### src/rtl/rstseq_pkg.sv
package rstseq_pkg;
  typedef enum logic [1:0] {
    PH_HOLD   = 2'd0,
    PH_SETTLE = 2'd1,
    PH_OPEN   = 2'd2
  } phase_t;
endpackage

### src/rtl/rstseq_pin_filter.sv
// Two-flop synchroniser followed by a minimum-width low detector.
module rstseq_pin_filter #(
  parameter int HW_MIN_CYC = 1
) (
  input  logic clk,
  input  logic pin_n,
  output logic hw_det
);
  logic [1:0]            meta;
  logic [HW_MIN_CYC-1:0] win;

  always_ff @(posedge clk) begin
    meta <= {meta[0], pin_n};
  end

  generate
    if (HW_MIN_CYC == 1) begin : g_single
      always_ff @(posedge clk) win <= meta[1];
    end else begin : g_window
      always_ff @(posedge clk) win <= {win[HW_MIN_CYC-2:0], meta[1]};
    end
  endgenerate

  // Reset is seen only once every sample in the window is low.
  assign hw_det = ~|win;
endmodule

### src/rtl/rstseq_phase_ctl.sv
// Reset pulse, settling window and ready flag.
module rstseq_phase_ctl
  import rstseq_pkg::*;
#(
  parameter int PULSE_CYC  = 3,
  parameter int SETTLE_CYC = 103
) (
  input  logic clk,
  input  logic hw_det,
  input  logic sw_kick,
  output logic core_rst,
  output logic ready
);
  localparam int MAX_CYC = (PULSE_CYC > SETTLE_CYC) ? PULSE_CYC : SETTLE_CYC;
  localparam int CNT_W   = $clog2(MAX_CYC + 1);
  localparam logic [CNT_W-1:0] PULSE_LAST  = CNT_W'(PULSE_CYC - 1);
  localparam logic [CNT_W-1:0] SETTLE_LAST = CNT_W'(SETTLE_CYC - 1);

  phase_t           phase;
  logic [CNT_W-1:0] cnt;
  logic             rst_q;
  logic             rdy_q;

  always_ff @(posedge clk) begin
    if (hw_det || sw_kick) begin
      phase <= PH_HOLD;
      cnt   <= '0;
      rst_q <= 1'b1;
      rdy_q <= 1'b0;
    end else begin
      unique case (phase)
        PH_HOLD: begin
          if (cnt == PULSE_LAST) begin
            phase <= PH_SETTLE;
            cnt   <= '0;
            rst_q <= 1'b0;
          end else begin
            cnt <= cnt + 1'b1;
          end
        end
        PH_SETTLE: begin
          if (cnt == SETTLE_LAST) begin
            phase <= PH_OPEN;
            cnt   <= '0;
            rdy_q <= 1'b1;
          end else begin
            cnt <= cnt + 1'b1;
          end
        end
        PH_OPEN: ;
        default: begin
          phase <= PH_HOLD;
          cnt   <= '0;
          rst_q <= 1'b1;
          rdy_q <= 1'b0;
        end
      endcase
    end
  end

  assign core_rst = rst_q;
  assign ready    = rdy_q;
endmodule

### src/rtl/rstseq_mode_keep.sv
// Line-mode bit: cleared only by hardware reset, writable only when ready.
module rstseq_mode_keep #(
  parameter logic MODE_DEF = 1'b0
) (
  input  logic clk,
  input  logic hw_det,
  input  logic mode_wr,
  input  logic mode_d,
  output logic mode_q
);
  always_ff @(posedge clk) begin
    if (hw_det)       mode_q <= MODE_DEF;
    else if (mode_wr) mode_q <= mode_d;
  end
endmodule

### src/rtl/dual_reset_seq.sv
module dual_reset_seq #(
  parameter int          PULSE_CYC  = 3,
  parameter int          SETTLE_CYC = 103,
  parameter int          HW_MIN_CYC = 1,
  parameter int          ADDR_W     = 8,
  parameter int          DATA_W     = 8,
  parameter int          N_OE       = 8,
  parameter int          MODE_POS   = 0,
  parameter logic [7:0]  RST_ADDR   = 8'h04,
  parameter logic [7:0]  MODE_ADDR  = 8'h20,
  parameter logic        MODE_DEF   = 1'b0
) (
  input  logic              clk,
  input  logic              hw_rst_n,
  input  logic              wr_en,
  input  logic [ADDR_W-1:0] wr_addr,
  input  logic [DATA_W-1:0] wr_data,
  input  logic [N_OE-1:0]   oe_req,
  output logic              core_rst,
  output logic [N_OE-1:0]   line_oe,
  output logic              mode_bit,
  output logic              ready
);
  localparam logic [ADDR_W-1:0] RST_A  = ADDR_W'(RST_ADDR);
  localparam logic [ADDR_W-1:0] MODE_A = ADDR_W'(MODE_ADDR);

  logic hw_det;
  logic sw_kick;
  logic mode_wr;

  assign sw_kick = wr_en && (wr_addr == RST_A);
  assign mode_wr = wr_en && (wr_addr == MODE_A) && ready;

  rstseq_pin_filter #(.HW_MIN_CYC(HW_MIN_CYC)) u_filter (
    .clk    (clk),
    .pin_n  (hw_rst_n),
    .hw_det (hw_det)
  );

  rstseq_phase_ctl #(.PULSE_CYC(PULSE_CYC), .SETTLE_CYC(SETTLE_CYC)) u_phase (
    .clk      (clk),
    .hw_det   (hw_det),
    .sw_kick  (sw_kick),
    .core_rst (core_rst),
    .ready    (ready)
  );

  rstseq_mode_keep #(.MODE_DEF(MODE_DEF)) u_mode (
    .clk     (clk),
    .hw_det  (hw_det),
    .mode_wr (mode_wr),
    .mode_d  (wr_data[MODE_POS]),
    .mode_q  (mode_bit)
  );

  assign line_oe = core_rst ? '0 : oe_req;
endmodule

### config.mk
export PLATFORM = sky130hd
export DESIGN_NAME = dual_reset_seq
export DESIGN_NICKNAME = d
export VERILOG_FILES = /design/src/rtl/rstseq_pkg.sv /design/src/rtl/rstseq_pin_filter.sv /design/src/rtl/rstseq_phase_ctl.sv /design/src/rtl/rstseq_mode_keep.sv /design/src/rtl/dual_reset_seq.sv
export SDC_FILE = /design/constraint.sdc
export NUM_CORES = 1
export LEC_CHECK = 0
export BUFFER_PORTS_ARGS = -buffer_cell sky130_fd_sc_hd__buf_2
export CORE_MARGIN = 2
export CORE_UTILIZATION = 30
export CTS_BUF_LIST = sky130_fd_sc_hd__clkbuf_4 sky130_fd_sc_hd__clkbuf_8 sky130_fd_sc_hd__clkbuf_16
export DETAILED_ROUTE_END_ITERATION = 10
export HOLD_SLACK_MARGIN = 0.1
export RECOVER_POWER = 25
export SETUP_SLACK_MARGIN = 0.2
export SYNTH_ARGS = -nofsm -noshare
export SYNTH_HDL_FRONTEND = slang
export SYNTH_SLANG_ARGS = --single-unit
### constraint.sdc
create_clock -name clk -period 1.8 [get_ports clk]
set_input_delay 0.36 -clock clk [delete_from_list [all_inputs] [get_ports clk]]
set_output_delay 0.36 -clock clk [all_outputs]
set_load 0.02 [all_outputs]
# Word level (Yosys, flattened, before mapping)
# Cells that the tools add are included.
word_totals:
  reg_bits: 15
  output_inout_bits: 11
  wordCells: 41
classes:
  add_sub_neg: 1
  eq_ne: 8
  mux: 11
  n_bitwise: 3
  n_reduce_logical: 11
ops:
  columns: ["operator", "count"]
  rows:
  - ["$pmux 7 s3", 1]
  - ["$mux 7", 2]
  - ["$eq 8x3->1 const B", 1]
  - ["$eq 8x6->1 const B", 1]
  - ["$mux 8", 1]
  - ["$add 7x1->7 const B", 1]
  - ["$eq 7x2->1 const B", 1]
  - ["$eq 7x7->1 const B", 1]
  - ["$pmux 2 s3", 1]
  - ["$mux 2", 2]
  - ["$ne 2x1->1 const B", 2]
  - ["$pmux 1 s2", 2]
  - ["$reduce_and 2->1", 2]
  - ["$reduce_or 2->1", 2]
  - ["$logic_and 1x1->1", 3]
  - ["$not 1->1", 3]
  - ["$reduce_and 3->1", 1]
  - ["$eq 2x1->1 const B", 1]
  - ["$eq 2x2->1 const B", 1]
  - ["$logic_not 2->1", 1]
  - ["$mux 1", 2]
  - ["$logic_not 1->1", 1]
  - ["$logic_or 1x1->1", 1]

# Depth between registers and ports, before layout
depth:
  word_depth: 4
  depth_mapped: 6
  depth_no_buf: 6

# Cells and area by module
# Synthesis repeated with hierarchy kept, for this count alone.
hier_totals:
  hier_cells: 87
  area_unflattened_um2: 820.8
modules_own_cells:
  columns: ["module", "n_inst", "cells_each", "area_each_um2", "seq_area_each_um2"]
  rows:
  - ["rstseq_phase_ctl", 1, 67, 621.8, 220.2]
  - ["dual_reset_seq", 1, 13, 101.3, 0.0]
  - ["rstseq_pin_filter", 1, 4, 63.8, 60.1]
  - ["rstseq_mode_keep", 1, 3, 33.8, 20.0]

# Least setup slack after synthesis
# Ideal clock, no wire load.
synth_timing:
  kind: "register -> register"
  startpoint: "reg u_phase.cnt[0]"
  endpoint: "reg u_phase.cnt[1]"
  t_arrival_ns: 1.525
  required_time_ns: 1.673
  path_slack_ns: 0.149
  stages_incl_launch_ff: 7
  period_less_slack_ns: 1.651
  path_cell_list: "dfxtp_1 > inv_1 > ha_1 > or3b_4 > o21a_1 > o311ai_4 > nor2_1"
synth_between:
  elab_chain_cells: 3
  elab_cells_between_ends: 6
  classes_between: "add/sub: 1; eq/ne: 2; mux: 3"
synth_lines:
  columns: ["element", "line", "source"]
  rows:
  - ["from (decl)", "rstseq_phase_ctl.sv:20", "logic [CNT_W-1:0] cnt;"]
  - ["from (signal assigned)", "rstseq_phase_ctl.sv:38", "cnt <= cnt + 1'b1;"]
  - ["from (signal assigned)", "rstseq_phase_ctl.sv:47", "cnt <= cnt + 1'b1;"]
  - ["$add 7x1->7, or another cell as far along", "rstseq_phase_ctl.sv:38, rstseq_phase_ctl.sv:47", null]
  - ["$mux 7, on equally long branches", "rstseq_phase_ctl.sv:42, rstseq_phase_ctl.sv:33", null]
  - ["$pmux 7 s3 (*)", "rstseq_phase_ctl.sv:31", "unique case (phase)"]
# Mark *: on every way between the ends. The rest lies on a longest branch, timed or not.
# A chain may end at the register's enable or synchronous reset.

# Worst setup path in the final report
layout_timing:
  startpoint: "reg u_phase.cnt[2]"
  endpoint: "reg u_phase.cnt[1]"
layout_between:
  elab_chain_cells: 3
  elab_cells_between_ends: 5
  classes_between: "eq/ne: 2; mux: 3"
layout_lines:
  columns: ["element", "line"]
  rows:
  - ["$eq 7x7->1 / $eq 7x2->1 (equally long branches)", "rstseq_phase_ctl.sv:42, rstseq_phase_ctl.sv:33"]
  - ["$mux 7, on equally long branches", "rstseq_phase_ctl.sv:42, rstseq_phase_ctl.sv:33"]
  - ["$pmux 7 s3 (*)", "rstseq_phase_ctl.sv:31"]
# Marks and branches as above.

==> impl_results.md <==
- Critical Path RT: just under 2 ns
- Share of cells above drive strength 1: a little over two fifths
- Worst slew pin tran: 0.3706 ns
- Dpl cell area: about 960 um^2
- Pin count of the biggest net entering global routing: 15
- Final Cell Area: between 0.001 and 0.0015 mm^2
- Critical path, cell by cell: or3_1 -> o21a_4 -> o311ai_4 -> nor2_1
- # IOs: 38
- Drt via density: between 4 and 5
- Area of the core: roughly 0.0025 mm^2
- Crit-path slowest cell: or3_1
- Ys async rst share: 0%
- GRT overflow: 0
- Pins over their slew limit: 0
- Register Area: between 300 and 400 um^2
- Pwr per Cell Area: 1091 mW/mm^2
- EDFF count, synth: 0
- Pint: 0.7642 mW
- Initial antenna violation count: 0
- Clock group share of total power: about 17%
- Starting Density: between 30% and 40%
- Fillers: ~250
- Dpl hpwl: 1283 um
- Die Ht: ~55 um
- Fin. Hold Viols: 0
- TritonCTS Buffers: 3
- TritonCTS Sinks: 15
- Clock Root Buffer: clkbuf_4
- Sequential-to-total area share from yosys stat: between 30% and 40%
- Synth unique cells: 30
- Port Buffers: 30
- Multi-input gate area: around 520 um^2
- Max_cap viols: 0
- Hold Path Class: in2reg
- Final setup margin: ~0.13 ns
- Arr. time, crit path: 1.84 ns
- ANT nets after route: 0
- Setup Skew: ~0.0051 ns
- Die footprint: 0.003017 mm^2
- RSZ-0062 raised after global routing: true
- Top achievable clock speed: roughly 600 MHz
- CTS tree: done
- Min Hold Slack: 0.1755 ns
- CTS HTree Levels: 1
- Main synth FF type: dfxtp_1
- Status: completed
- Routed vias: between 700 and 800
- Psw: approximately 0.44 mW
- Largest cells by area after synthesis: dfxtp_1 (39%), nor2b_1 (8.8%), ha_1 (8.0%), nor2_1 (4.8%), o311ai_4 (3.4%)
- Slowest stage delay, CP: 0.47 ns
- Final Cycle Share: between 90 and 100%
- Switching part of the total power: ~37%
- Yosys warnings: 0
- All-Layer GR Usage: about an eighth
- Total wire length: roughly 1800 um
- Setup Viol. Count Final: 0
- Mapped cell area: 778.2 um^2
- Final GP Congestion: ~0.73
- Most frequent cells after synthesis: dfxtp_1 (15), nor2b_1 (11), nor2_1 (10)
- Vias in the first global route: approximately 700
- Avg Inst Size Synth: 9.376 um^2
- Clk slew on worst S/H paths: 0.09 ns
- LEAKAGE: ~0.46 nW
- Combinational share of power: 47.6%
- Critical path startpoint category: flip-flop
- Worst slack at placement: ~0.054 ns
- Sum Neg Setup Slack: 0 ns
- Reg power frac: approximately a third
- Num rows: 18
- Post-synthesis cell count: between 80 and 90
- First-pass DRT Iterations: 4
- First-pass GRT wire length: about 2700 um
- Non-filler cells, final: approximately 150
- Worst-skew pair later-pin latency: approximately 0.28 ns
- CP Class: reg2reg
- CP Capture Type: flip-flop
- Die W: 54.93 um
- WL per Instance: around 12 um
- Ant. Diodes: 0
- DRC: 0
- Top cell type's share of synthesized area: between 30% and 40%
- Detailed Route Iter0 Violations: 1
- Placed cells: about 140
- Max FO, Critical Path: 7
- Yosys top cell by area: dfxtp_1
- Synthesized net count: around 120
- Rel. slew slack: approximately three quarters
- CTS Buffer Depth: 2
- Register bit total from synthesis: 15
- Final Net Count: 156
- Tmin final: around 1.7 ns
- Most common cell in the synthesized netlist: dfxtp_1
- VDD IR max: roughly 0.00051 V
- Area delta synth->final: 42.12%
-- state kept, by name, indices dropped and copies added, names as in the netlist --
| register | count |
|---|---|
| u_phase.cnt | 7 |
| u_filter.meta | 2 |
| u_phase.phase | 2 |
| u_filter.win | 1 |
| u_mode.mode_q | 1 |
| u_phase.core_rst | 1 |
| u_phase.ready | 1 |
-- area by class of cell --
type	instances	share of cell area [%]
flip-flops and latches	15	27.38
inverters	3	1.018
repair buffers	37	18.44
well taps	30	3.394
multi-input cells	64	47.06
clock buffers	4	2.715
-- path summary, 6_finish.rpt --
path                            cells after the start                   startpoint                     endpoint  slack, ns
worst max-delay path                                4  u_phase.cnt[2]$_SDFFE_PP0N_  u_phase.cnt[1]$_SDFFE_PP0N_       0.13
worst min-delay path                                1                     hw_rst_n     u_filter.meta[0]$_DFF_P_       0.18
worst max register to register                      4  u_phase.cnt[2]$_SDFFE_PP0N_  u_phase.cnt[1]$_SDFFE_PP0N_       0.13
worst min register to register                      0     u_filter.meta[0]$_DFF_P_     u_filter.meta[1]$_DFF_P_       0.33
-- power by group through the flow --
stage / registers, mW / clock network, mW / logic [mW]
floorplan: 0.430 / 0 / 0.284
global placement: 0.428 / 0 / 0.382
detailed placement: 0.432 / 0 / 0.387
CTS: 0.423 / 0.218 / 0.538
global route: 0.433 / 0.224 / 0.648
finish: 0.424 / 0.207 / 0.575
-- logic make-up (layout without fill, tap and decap cells) --
| logic type | after synthesis | count (layout) | synth area share [%] |
|---|---|---|---|
| and+or+nand+nor | 41 | 41 | 29.42 |
| AOI/OAI and AO/OA | 13 | 13 | 16.24 |
| adders and majority gates | 5 | 5 | 8.039 |
| buffers and inverters | 4 | 44 | 1.929 |
| muxes | 1 | 1 | 1.286 |
| DFF | 15 | 15 | 38.59 |
| xor gates and xnor gates | 4 | 4 | 4.502 |
-- metrics by stage --
stage,total power [mW],utilization (%)
global route,1.305,44.65
global placement,0.8097,38.89
floorplan,0.7138,-
CTS,1.180,43.89
finish,1.207,44.65
detailed placement,0.8197,38.89
-- routing by layer --
layer / track usage, % / up-vias / routed length [um]
met5: 0 / - / 0
met3: 1.613 / 4 / 114
met1: 14.03 / 348 / 722
met4: 6.098 / 0 / 40
li1: - / 374 / -
met2: 23.21 / 26 / 908
-- critical path, delay by kind of cell (launching register included) --
| family | cells | cell delay [ns] |
|---|---|---|
| compound gates | 2 | 0.63 |
| simple gates | 2 | 0.54 |
| flops | 1 | 0.38 |
-- timing repair --
action	4_1_cts	5_1_grt
setup endpoints to repair	9	10
hold buffers	0	0
buffers inserted	5	2
pin swaps	11	3
gates resized for setup	11	3
-- cells in the final DEF (no fill, tap or decap), types with 3 or more instances in the layout --
cell type  instances
nor2b_1           11
dfxtp_1           13
a21oi_1            3
nand2_1            4
clkbuf_4           4
nor2_1            10
nor3_1             4
buf_2             28
buf_4              6
ha_1               3
Note: power is estimated with default switching activity, not from simulation.
